### src/rtl/slice_reg_pkg.sv
package slice_reg_pkg;
  typedef enum logic {
    STORE_FLOP  = 1'b0,
    STORE_LATCH = 1'b1
  } store_kind_e;
endpackage

### src/rtl/slice_clk_pol.sv
module slice_clk_pol #(
  parameter bit INV_CLK = 1'b0
) (
  input  logic clk_i,
  output logic eclk_o
);
  if (INV_CLK) begin : g_inv
    assign eclk_o = ~clk_i;
  end else begin : g_true
    assign eclk_o = clk_i;
  end
endmodule

### src/rtl/slice_sr_ctrl.sv
module slice_sr_ctrl #(
  parameter bit SR_ASYNC = 1'b0
) (
  input  logic eclk_i,
  input  logic sr_i,
  output logic sr_eff_o
);
  if (SR_ASYNC) begin : g_async
    logic hold_q;
    // assert at once, release on the next active edge
    always_ff @(posedge eclk_i or posedge sr_i) begin
      if (sr_i) hold_q <= 1'b1;
      else      hold_q <= 1'b0;
    end
    assign sr_eff_o = sr_i | hold_q;

    p_release_r6: assert property (@(posedge eclk_i) disable iff (sr_i)
      hold_q |=> !sr_eff_o);
  end else begin : g_sync
    assign sr_eff_o = sr_i;
  end
endmodule

### src/rtl/slice_ff_elem.sv
module slice_ff_elem #(
  parameter bit SR_ASYNC = 1'b0,
  parameter bit INIT_BIT = 1'b0
) (
  input  logic eclk_i,
  input  logic sr_eff_i,
  input  logic ce_i,
  input  logic d_i,
  output logic q_o
);
  logic q_q;

  if (SR_ASYNC) begin : g_async
    always_ff @(posedge eclk_i or posedge sr_eff_i) begin
      if (sr_eff_i)  q_q <= INIT_BIT;
      else if (ce_i) q_q <= d_i;
    end
  end else begin : g_sync
    always_ff @(posedge eclk_i) begin
      if (sr_eff_i)  q_q <= INIT_BIT;
      else if (ce_i) q_q <= d_i;
    end
  end

  assign q_o = q_q;

  p_capture_r2: assert property (@(posedge eclk_i) disable iff (sr_eff_i)
    ce_i |=> q_o == $past(d_i));
  p_hold_r3: assert property (@(posedge eclk_i) disable iff (sr_eff_i)
    !ce_i |=> $stable(q_o));
  p_reset_val_r4: assert property (@(posedge eclk_i)
    sr_eff_i |=> q_o == INIT_BIT);
endmodule

### src/rtl/slice_lat_elem.sv
module slice_lat_elem #(
  parameter bit SR_ASYNC = 1'b0,
  parameter bit INIT_BIT = 1'b0
) (
  input  logic eclk_i,
  input  logic sr_eff_i,
  input  logic ce_i,
  input  logic d_i,
  output logic q_o
);
  logic q_q;

  if (SR_ASYNC) begin : g_async
    always_latch begin
      if (sr_eff_i)            q_q <= INIT_BIT;
      else if (eclk_i && ce_i) q_q <= d_i;
    end
  end else begin : g_sync
    // synchronous flavour: reset only acts during the open level
    always_latch begin
      if (eclk_i && sr_eff_i)  q_q <= INIT_BIT;
      else if (eclk_i && ce_i) q_q <= d_i;
    end
  end

  assign q_o = q_q;

  p_open_follow_r9: assert property (@(negedge eclk_i) disable iff (sr_eff_i)
    ce_i |-> q_o == d_i);
endmodule

### src/rtl/slice_reg_group.sv
module slice_reg_group
  import slice_reg_pkg::*;
#(
  parameter int                            N_FIXED  = 4,
  parameter int                            N_CFG    = 4,
  parameter bit                            INV_CLK  = 1'b0,
  parameter bit                            SR_ASYNC = 1'b0,
  parameter store_kind_e                   CFG_KIND = STORE_FLOP,
  parameter logic [N_FIXED+N_CFG-1:0]      INIT     = '0
) (
  input  logic                     clk_i,
  input  logic                     sr_i,
  input  logic                     ce_i,
  input  logic [N_FIXED+N_CFG-1:0] d_i,
  output logic [N_FIXED+N_CFG-1:0] q_o
);
  localparam int N = N_FIXED + N_CFG;

  logic eclk;
  logic sr_eff;

  slice_clk_pol #(.INV_CLK(INV_CLK)) u_clk (
    .clk_i (clk_i),
    .eclk_o(eclk)
  );

  slice_sr_ctrl #(.SR_ASYNC(SR_ASYNC)) u_sr (
    .eclk_i  (eclk),
    .sr_i    (sr_i),
    .sr_eff_o(sr_eff)
  );

  for (genvar i = 0; i < N; i++) begin : g_elem
    if (i >= N_FIXED && CFG_KIND == STORE_LATCH) begin : g_lat
      slice_lat_elem #(.SR_ASYNC(SR_ASYNC), .INIT_BIT(INIT[i])) u_e (
        .eclk_i  (eclk),
        .sr_eff_i(sr_eff),
        .ce_i    (ce_i),
        .d_i     (d_i[i]),
        .q_o     (q_o[i])
      );
    end else begin : g_ff
      slice_ff_elem #(.SR_ASYNC(SR_ASYNC), .INIT_BIT(INIT[i])) u_e (
        .eclk_i  (eclk),
        .sr_eff_i(sr_eff),
        .ce_i    (ce_i),
        .d_i     (d_i[i]),
        .q_o     (q_o[i])
      );
    end
  end
endmodule

### config.mk
export PLATFORM = sky130hd
export DESIGN_NAME = slice_reg_group
export DESIGN_NICKNAME = d
export VERILOG_FILES = /design/src/rtl/slice_reg_pkg.sv /design/src/rtl/slice_clk_pol.sv /design/src/rtl/slice_sr_ctrl.sv /design/src/rtl/slice_ff_elem.sv /design/src/rtl/slice_lat_elem.sv /design/src/rtl/slice_reg_group.sv
export SDC_FILE = /design/constraint.sdc
export NUM_CORES = 1
export LEC_CHECK = 0
export ABC_AREA = 1
export BUFFER_PORTS_ARGS = -buffer_cell sky130_fd_sc_hd__clkbuf_2
export CAP_MARGIN = 20
export CORE_AREA = 3 3 40 42
export CTS_CLUSTER_DIAMETER = 60
export DETAILED_ROUTE_END_ITERATION = 10
export DIE_AREA = 0 0 43 45
export PLACE_DENSITY = 0.58
export SYNTH_ARGS = -nofsm -noshare
export SYNTH_HDL_FRONTEND = slang
export SYNTH_SLANG_ARGS = --single-unit
### constraint.sdc
create_clock -name clk_i -period 0.8 [get_ports clk_i]
set_input_delay 0.08 -clock clk_i [delete_from_list [all_inputs] [get_ports clk_i]]
set_output_delay 0.08 -clock clk_i [all_outputs]
set_load 0.05 [all_outputs]
==> key figures, run 1 <==
Global route
  • First-pass GRT wire length: 1.10 mm
  • Largest net degree at the start of global routing: 17
  • Vias in the first global route: 277
  • Met1 global-route usage: 8.01%
  • Met3 usage: under 10%
  • Total gr overflow: 0
  • Initial antenna violation count: 0
  • GR peak layer: met2
  • Tot GR Track Use: under 10%
  • Met2 Use GR: 13.2%

Route
  • Pre-antenna DRT Iters: 4
  • Total wire length: 707 microns
  • Post-route ant nets: 0
  • Wire length per cell: 8.22 microns
  • DRT iter0 DRCs: 5
  • Vias/cell: 3.83
  • Via count: 329
  • Residual DRC: 0

Synthesis
  • Register area share after synthesis: 39.9%
  • Yosys reg bits: 8
  • Mapped Area: 402 sq um
  • Post-Syn Nets: 70
  • Syn_area_per_cell: 6.81 sq um
  • Synth Instances: 59
  • Distinct cells, synth: 8
  • Synth warn: 0

STA
  • Final Hold Vio Count: 0
  • Worst Tran Pin Value: 0.301 ns
  • Min Clock Period, post-route: between 0.8 and 0.9 ns
  • Final setup fails: 8
  • Max Transition Viols Final: 0
  • Layout Skew: 0 ns
  • Final period util: 103%
  • Fin Setup TNS: -0.105 ns
  • RSZ-0062 raised after global routing: true
  • Worst Slack Setup Final: -0.0202 ns
  • Slew margin rel.: 80.0%
  • Maximum clock rate: 1220 MHz

Clock tree
  • Clk sinks: 8
  • H-tree Lvls: 1
  • Clk pin slew, worst setup/hold paths: 0.05 ns
  • TritonCTS Buffers: 3
  • CTS Hold Bufs: 0
  • CTS tree: done
  • Root Driver: clkbuf_4
  • Clk buf depth: 2
  • Later-pin clock latency in the skew report: 0.25 ns

Finish
  • Nets: 84
  • Syn-to-layout area delta: 36.4%
  • Max reg flops: 8
  • Layout cells sized above 1: a little under half
  • Final Core Density: 42.6%
  • Inserted Diodes: 0

Worst setup path
  • Largest delay contributor family on the critical path: flip-flops
  • WS Path Type: reg -> out
  • Crit path DAT: 0.74 ns
  • Critical path startpoint category: flip-flop
  • Largest stage delay on the critical path: 0.34 ns
  • Slowest cell on the critical path: dfxtp_2
  • Max FO, Critical Path: 2
  • CP Depth: 1
  • Crit path buffers/inverters: 1
  • R2r startpoint: g_elem[5].g_ff.u_e.q_o
  • Data required, critical path: 0.72 ns
  • Setup crit start: g_elem[2].g_ff.u_e.q_o
  • Crit-path cells: buf_8
  • Critical Path End Type: output pin
  • Worst R2R Setup Slack: 0.12 ns
  • Worst Reg-to-Reg Cells: 3

Pwr
  • Pwr Density: 1890 nW/um^2
  • Psw: 0.000313 W
  • Power Internal: 0.000722 W
  • Combinational share of power: between 20% and 30%
  • P_leak: 0.310 nW
  • Max VDD drop: 0.791 mV
  • Clock network fraction of total power: 29.2%
  • Seq pwr share: 44.2%
  • Sw frac: 30.2%

Placed design
  • Port bufs: 18
  • Final HPWL DP: 470 microns
  • Gpl congestion: 0.588

Floorplanning
  • Row count: 13
  • Die X: 43 microns
  • Starting Density: 31.3%
  • I/O pin total: 19
  • Core area: 1280 sq um
  • Die area: just under 2000 sq um
  • Chip Height: around 45 microns

Hold path
  • Hold Startpoint: d_i[3]
  • Hold Path Stages: 5
  • HP Class: in -> reg

Outcome
  • Violated checks: negative setup slack
  • Status: finished with violations

Run
  • Max-cap violations: 0
[what timing repair did]
item / CTS / global route
buffers inserted: 1 / 0
gates resized for setup: 24 / 8
setup endpoints to repair: 8 / 8
[placed cells by master, fill, tap and decap left out]
cell type and instances:
buf_4 1, buf_8 8, clkbuf_2 10, clkbuf_4 3
dfxtp_2 8, inv_1 9, nand2_1 15, nand2_2 1
nor2_1 15, nor2_2 1
[per-layer routing]
layer | wire, microns | part of all wire (%)
met5 | 0 | 0
met4 | 9 | 1.3
met3 | 52 | 7.4
met2 | 357 | 50
met1 | 288 | 41
[power groups by stage]
stage          Clock (W)  Sequential [W]  Combinational (W)
2_1_floorplan          0        0.000446           0.000211
3_3_place_gp           0        0.000449           0.000215
3_5_place_dp           0        0.000449           0.000217
4_1_cts         0.000314        0.000450           0.000264
5_1_grt         0.000347        0.000460           0.000296
6_report        0.000302        0.000457           0.000276
[layout make-up]
cell class	instances	area, sq um
Fill cell	141	737
Tap cell	15	18.8
Timing Repair Buffer	19	178
Clock buffer	3	22.5
Sequential cell	8	170
Multi-Input combinational cell	32	125
Inverter	9	33.8
[cell families after synthesis]
logic type	after synthesis	share of synthesized area, %
AND/OR/NAND/NOR	32	31.2
buffers and inverters	19	29.0
flip-flops	8	39.9
[cells in the mapped netlist]
library cell | n | area, sq um
inv_1 | 9 | 33.8
nor2_2 | 1 | 6.26
buf_4 | 8 | 60.1
dfxtp_1 | 8 | 160
nand2_2 | 1 | 6.26
nor2_1 | 15 | 56.3
buf_6 | 2 | 22.5
nand2_1 | 15 | 56.3
[per-stage QoR]
stage | worst slack [ns] | instances | hold slack (ns) | power (W) | area [sq um]
CTS | -0.0439 | 86 | 0.0913 | 0.00103 | 538
detailed placement | 0.124 | 82 | 0.365 | 0.000667 | 428
floorplan | 0.216 | 59 | 0.268 | 0.000657 | 402
finish | -0.0202 | 86 | 0.0958 | 0.00104 | 548
global placement | 0.123 | 82 | 0.362 | 0.000665 | 428
global route | -0.0566 | 86 | 0.107 | 0.00110 | 548
[worst paths after layout]
| check | to |
|---|---|
| worst max-delay path | q_o[2] |
| worst max register to register | g_elem[5].g_ff.u_e.q_o |
| worst min register to register | g_elem[3].g_ff.u_e.q_o |
| worst min-delay path | g_elem[3].g_ff.u_e.q_o |
Note: power is estimated with default switching activity, not from simulation.
==> run 2: changes to the inputs <==
clock period = 0.94 ns   (was 0.8 ns; I/O delays follow)
==> key figures, run 2 (synthesis results as in run 1) <==
STA
  • Fin Setup TNS: 0 ns
  • Maximum clock rate: 1090 MHz
  • Final setup fails: 0
  • WHS: 0.113 ns
  • Final period util: 97.2%
  • Layout Skew: 0 ns
  • RSZ-0062 raised after global routing: false
  • Min Clock Period, post-route: 0.914 ns
  • Slew margin rel.: 79.6%
  • Final Hold Vio Count: 0
  • Max Transition Viols Final: 0
  • Worst Tran Pin Value: 0.306 ns

Clock tree
  • TritonCTS Buffers: 3
  • Root Driver: clkbuf_4
  • Post-CTS setup buffers: 0
  • Clk pin slew, worst setup/hold paths: 0.05 ns
  • Clk buf depth: 2
  • CTS Hold Bufs: 0
  • Later-pin clock latency in the skew report: 0.25 ns
  • Clk sinks: 8
  • H-tree Lvls: 1
  • CTS tree: done

Route
  • Pre-antenna DRT Iters: 4
  • Wire length per cell: ~7.5 microns
  • Residual DRC: 0
  • Via count: 330
  • Post-route ant nets: 0
  • Vias/cell: 3.88
  • Total wire length: 635 microns
  • DRT iter0 DRCs: 6

Pwr
  • Pwr Density: around 1800 nW/um^2
  • P_leak: 0.283 nW
  • Max VDD drop: 0.538 mV

Global route
  • Tot GR Track Use: 7.51%
  • Total gr overflow: 0
  • First-pass GRT wire length: 1.06 mm
  • Vias in the first global route: 282
  • Initial antenna violation count: 0
  • Largest net degree at the start of global routing: 17

Finish
  • Commonest non-fill, non-tap cells in the layout: nor2_1, nand2_1, clkbuf_2
  • Syn-to-layout area delta: 17.1%
  • Fillers: 146
  • Max reg flops: 8
  • Nets: 83
  • Inserted Diodes: 0
  • Layout cells sized above 1: 32.9%

Worst setup path
  • Critical path startpoint category: flip-flop
  • Worst Reg-to-Reg Cells: 2
  • Data required, critical path: 0.85 ns
  • Critical Path End Type: output pin
  • Crit path DAT: 0.82 ns
  • WS Path Type: reg -> out
  • Worst R2R Setup Slack: 0.37 ns
  • CP Depth: 1
  • Crit-path cells: clkbuf_4
  • Crit path buffers/inverters: 1
  • Max FO, Critical Path: 2
  • Slowest cell on the critical path: dfxtp_1
  • Largest stage delay on the critical path: between 0.3 and 0.4 ns
  • Largest delay contributor family on the critical path: flip-flops

Hold path
  • Hold Path Stages: 5
  • HP Class: in -> reg

Floorplanning
  • Row count: 13
  • Starting Density: 31.3%
  • Die X: 43 microns
  • Die area: 1940 sq um
  • Chip Height: 45 microns
  • Core area: 1280 sq um
  • I/O pin total: 19

Placed design
  • Port bufs: 18
  • Gpl congestion: 0.589
  • Final HPWL DP: 465 microns

Outcome
  • Status: finished clean

Run
  • Max-cap violations: 0
==> run 2: changes by cell type in the layout (fill, tap and decap cells not counted), sizes merged <==
| cell | delta |
|---|---|
| buf | -7 |
| clkbuf | +6 |
==> run 2: per-layer routing <==
layer | vias up | GRT usage, % | wire, microns
met5 | - | 0 | 0
met4 | 0 | 3.61 | 0
met3 | 0 | 4.78 | 63
met2 | 17 | 11.1 | 288
met1 | 130 | 8.50 | 283
li1 | 183 | - | -
==> run 2: final timing paths <==
kind / startpoint / to
setup / recovery: g_elem[5].g_ff.u_e.q_o / q_o[5]
hold reg to reg: g_elem[3].g_ff.u_e.q_o / g_elem[3].g_ff.u_e.q_o
setup reg to reg: g_elem[4].g_ff.u_e.q_o / g_elem[4].g_ff.u_e.q_o
hold / removal: d_i[7] / g_elem[7].g_ff.u_e.q_o
==> run 2: timing repair <==
| item | in CTS | in global routing |
|---|---|---|
| pin swaps | 0 | 0 |
| setup endpoints to repair | 8 | 2 |
| resized for setup | 8 | 2 |
| gates cloned | 0 | 0 |
==> run 2: where the power goes <==
group	total, W	leakage, nW	switching, W	internal [W]
Sequential	0.000375	0.0665	0.0000114	0.000363
Combinational	0.000196	0.203	0.000133	0.0000628
Clock	0.000262	0.0138	0.000116	0.000146
Total	0.000832	0.283	0.000260	0.000572
==> run 2: layout make-up <==
type	count	area (sq um)	area share, %
flip-flops and latches	8	160	34.0
multi-input cells	32	125	26.6
repair buffers	18	110	23.4
inverters	9	33.8	7.18
clock buffers	3	22.5	4.79
well taps	15	18.8	3.99
==> run 2: stage by stage <==
step	util, %	total power [W]	setup WS [ns]	instance area [sq um]	cells
after CTS	36.6	0.000845	0.0188	470	85
after global routing	36.6	0.000875	0.00689	470	85
final	36.6	0.000832	0.0264	470	85
after global placement	33.3	0.000566	0.249	428	82
after detailed placement	33.3	0.000567	0.250	428	82
after floorplan	-	0.000559	0.342	402	59
==> run 3: changes to the inputs <==
BUFFER_PORTS_ARGS = -buffer_cell sky130_fd_sc_hd__buf_2   (was -buffer_cell sky130_fd_sc_hd__clkbuf_2)
PLACE_DENSITY = unset   (was 0.58)
==> key figures, run 3 (synthesis results as in run 1) <==
STA
  • Layout Skew: 0 ns
  • Final period util: 95.7%
  • Final Hold Vio Count: 0
  • RSZ-0062 raised after global routing: false
  • Max Transition Viols Final: 0
  • Worst Tran Pin Value: 0.281 ns
  • Slew margin rel.: 81.2%
  • Min Clock Period, post-route: around 0.90 ns
  • WHS: 0.126 ns
  • Final setup fails: 0
  • Maximum clock rate: ~1100 MHz
  • Fin Setup TNS: 0 ns

Outcome
  • Status: finished clean

Global route
  • Initial antenna violation count: 0
  • First-pass GRT wire length: 979 microns
  • Vias in the first global route: 237
  • Tot GR Track Use: 7.17%
  • Total gr overflow: 0
  • Largest net degree at the start of global routing: 17

Worst setup path
  • Data required, critical path: 0.85 ns
  • Largest stage delay on the critical path: 0.33 ns
  • Max FO, Critical Path: 2
  • Critical Path End Type: output pin
  • WS Path Type: reg -> out
  • Largest delay contributor family on the critical path: flip-flops
  • Slowest cell on the critical path: dfxtp_1
  • Critical path startpoint category: flip-flop
  • Crit path DAT: 0.81 ns
  • Crit path buffers/inverters: 1
  • Crit-path cells: clkbuf_4

Route
  • DRT iter0 DRCs: 0
  • Post-route ant nets: 0
  • Vias/cell: 3.68
  • Wire length per cell: ~7.8 microns
  • Pre-antenna DRT Iters: 1
  • Total wire length: 663 microns
  • Residual DRC: 0
  • Via count: ~310

Floorplanning
  • Chip Height: 45 microns
  • Die X: 43 microns
  • Core area: 1280 sq um
  • Starting Density: 31.3%
  • I/O pin total: 19
  • Row count: 13
  • Die area: 1940 sq um

Run
  • Max-cap violations: 0

Clock tree
  • Later-pin clock latency in the skew report: ~0.25 ns
  • CTS Hold Bufs: 0
  • H-tree Lvls: 1
  • Clk buf depth: 2
  • Clk pin slew, worst setup/hold paths: ~0.06 ns
  • Root Driver: clkbuf_4
  • TritonCTS Buffers: 3
  • Clk sinks: 8
  • Post-CTS setup buffers: 0
  • Resize count post-CTS: 2
  • CTS tree: done

Pwr
  • P_leak: 0.281 nW
  • Pwr Density: 1770 nW/um^2
  • Max VDD drop: 0.476 mV

Finish
  • Register Area: 160 sq um
  • Syn-to-layout area delta: 17.1%
  • Fillers: between 100 and 150
  • Layout cells sized above 1: around 33%
  • Area of the multi-input gates: 125 sq um
  • Max reg flops: 8
  • Commonest non-fill, non-tap cells in the layout: nor2_1, nand2_1, buf_2
  • Nets: 83
  • Inserted Diodes: 0

Placed design
  • Gpl congestion: 0.630
  • Port bufs: 18

Hold path
  • HP Class: in -> reg
==> run 3: worst paths after layout <==
check             cells after the start  slack (ns)                endpoint              startpoint
setup / recovery                      1        0.04                  q_o[4]  g_elem[4].g_ff.u_e.q_o
hold reg to reg                       2        0.47  g_elem[6].g_ff.u_e.q_o  g_elem[6].g_ff.u_e.q_o
setup reg to reg                      2        0.37  g_elem[4].g_ff.u_e.q_o  g_elem[4].g_ff.u_e.q_o
hold / removal                        5        0.13  g_elem[2].g_ff.u_e.q_o                  d_i[2]
==> run 3: worst reg2reg max path, stage by stage, from the launching register on <==
cell     delay [ns]
dfxtp_1        0.31
nor2_1         0.11
nor2_2         0.05
==> run 3: where the power goes <==
| group | switching [W] | internal, W | total, W |
|---|---|---|---|
| Clock | 0.000115 | 0.000146 | 0.000261 |
| Sequential | 0.0000108 | 0.000363 | 0.000374 |
| Combinational | 0.000134 | 0.0000628 | 0.000196 |
| Total | 0.000260 | 0.000572 | 0.000832 |
==> run 3: layout make-up <==
type                            instances  share of cell area [%]
Sequential cell                         8                    34.0
Multi-Input combinational cell         32                    26.6
Timing Repair Buffer                   18                    23.4
Inverter                                9                    7.18
Clock buffer                            3                    4.79
Tap cell                               15                    3.99
==> run 3: per-stage QoR <==
stage	instances	area (sq um)	total power [W]	setup slack (ns)	util [%]
CTS	85	455	0.000837	0.00101	35.4
detailed placement	82	428	0.000567	0.267	33.3
floorplan	59	402	0.000559	0.342	-
global route	85	470	0.000874	0.00745	36.6
global placement	82	428	0.000565	0.272	33.3
finish	85	470	0.000832	0.0402	36.6
==> run 3: per-layer routing <==
metal	vias to the layer above	routed length, microns	track usage [%]	part of all wire (%)
met5	-	0	0	0
met4	0	0	7.23	0
met1	117	318	8.96	48
li1	181	-	-	-
met3	0	63	2.79	9.5
met2	15	282	8.98	43
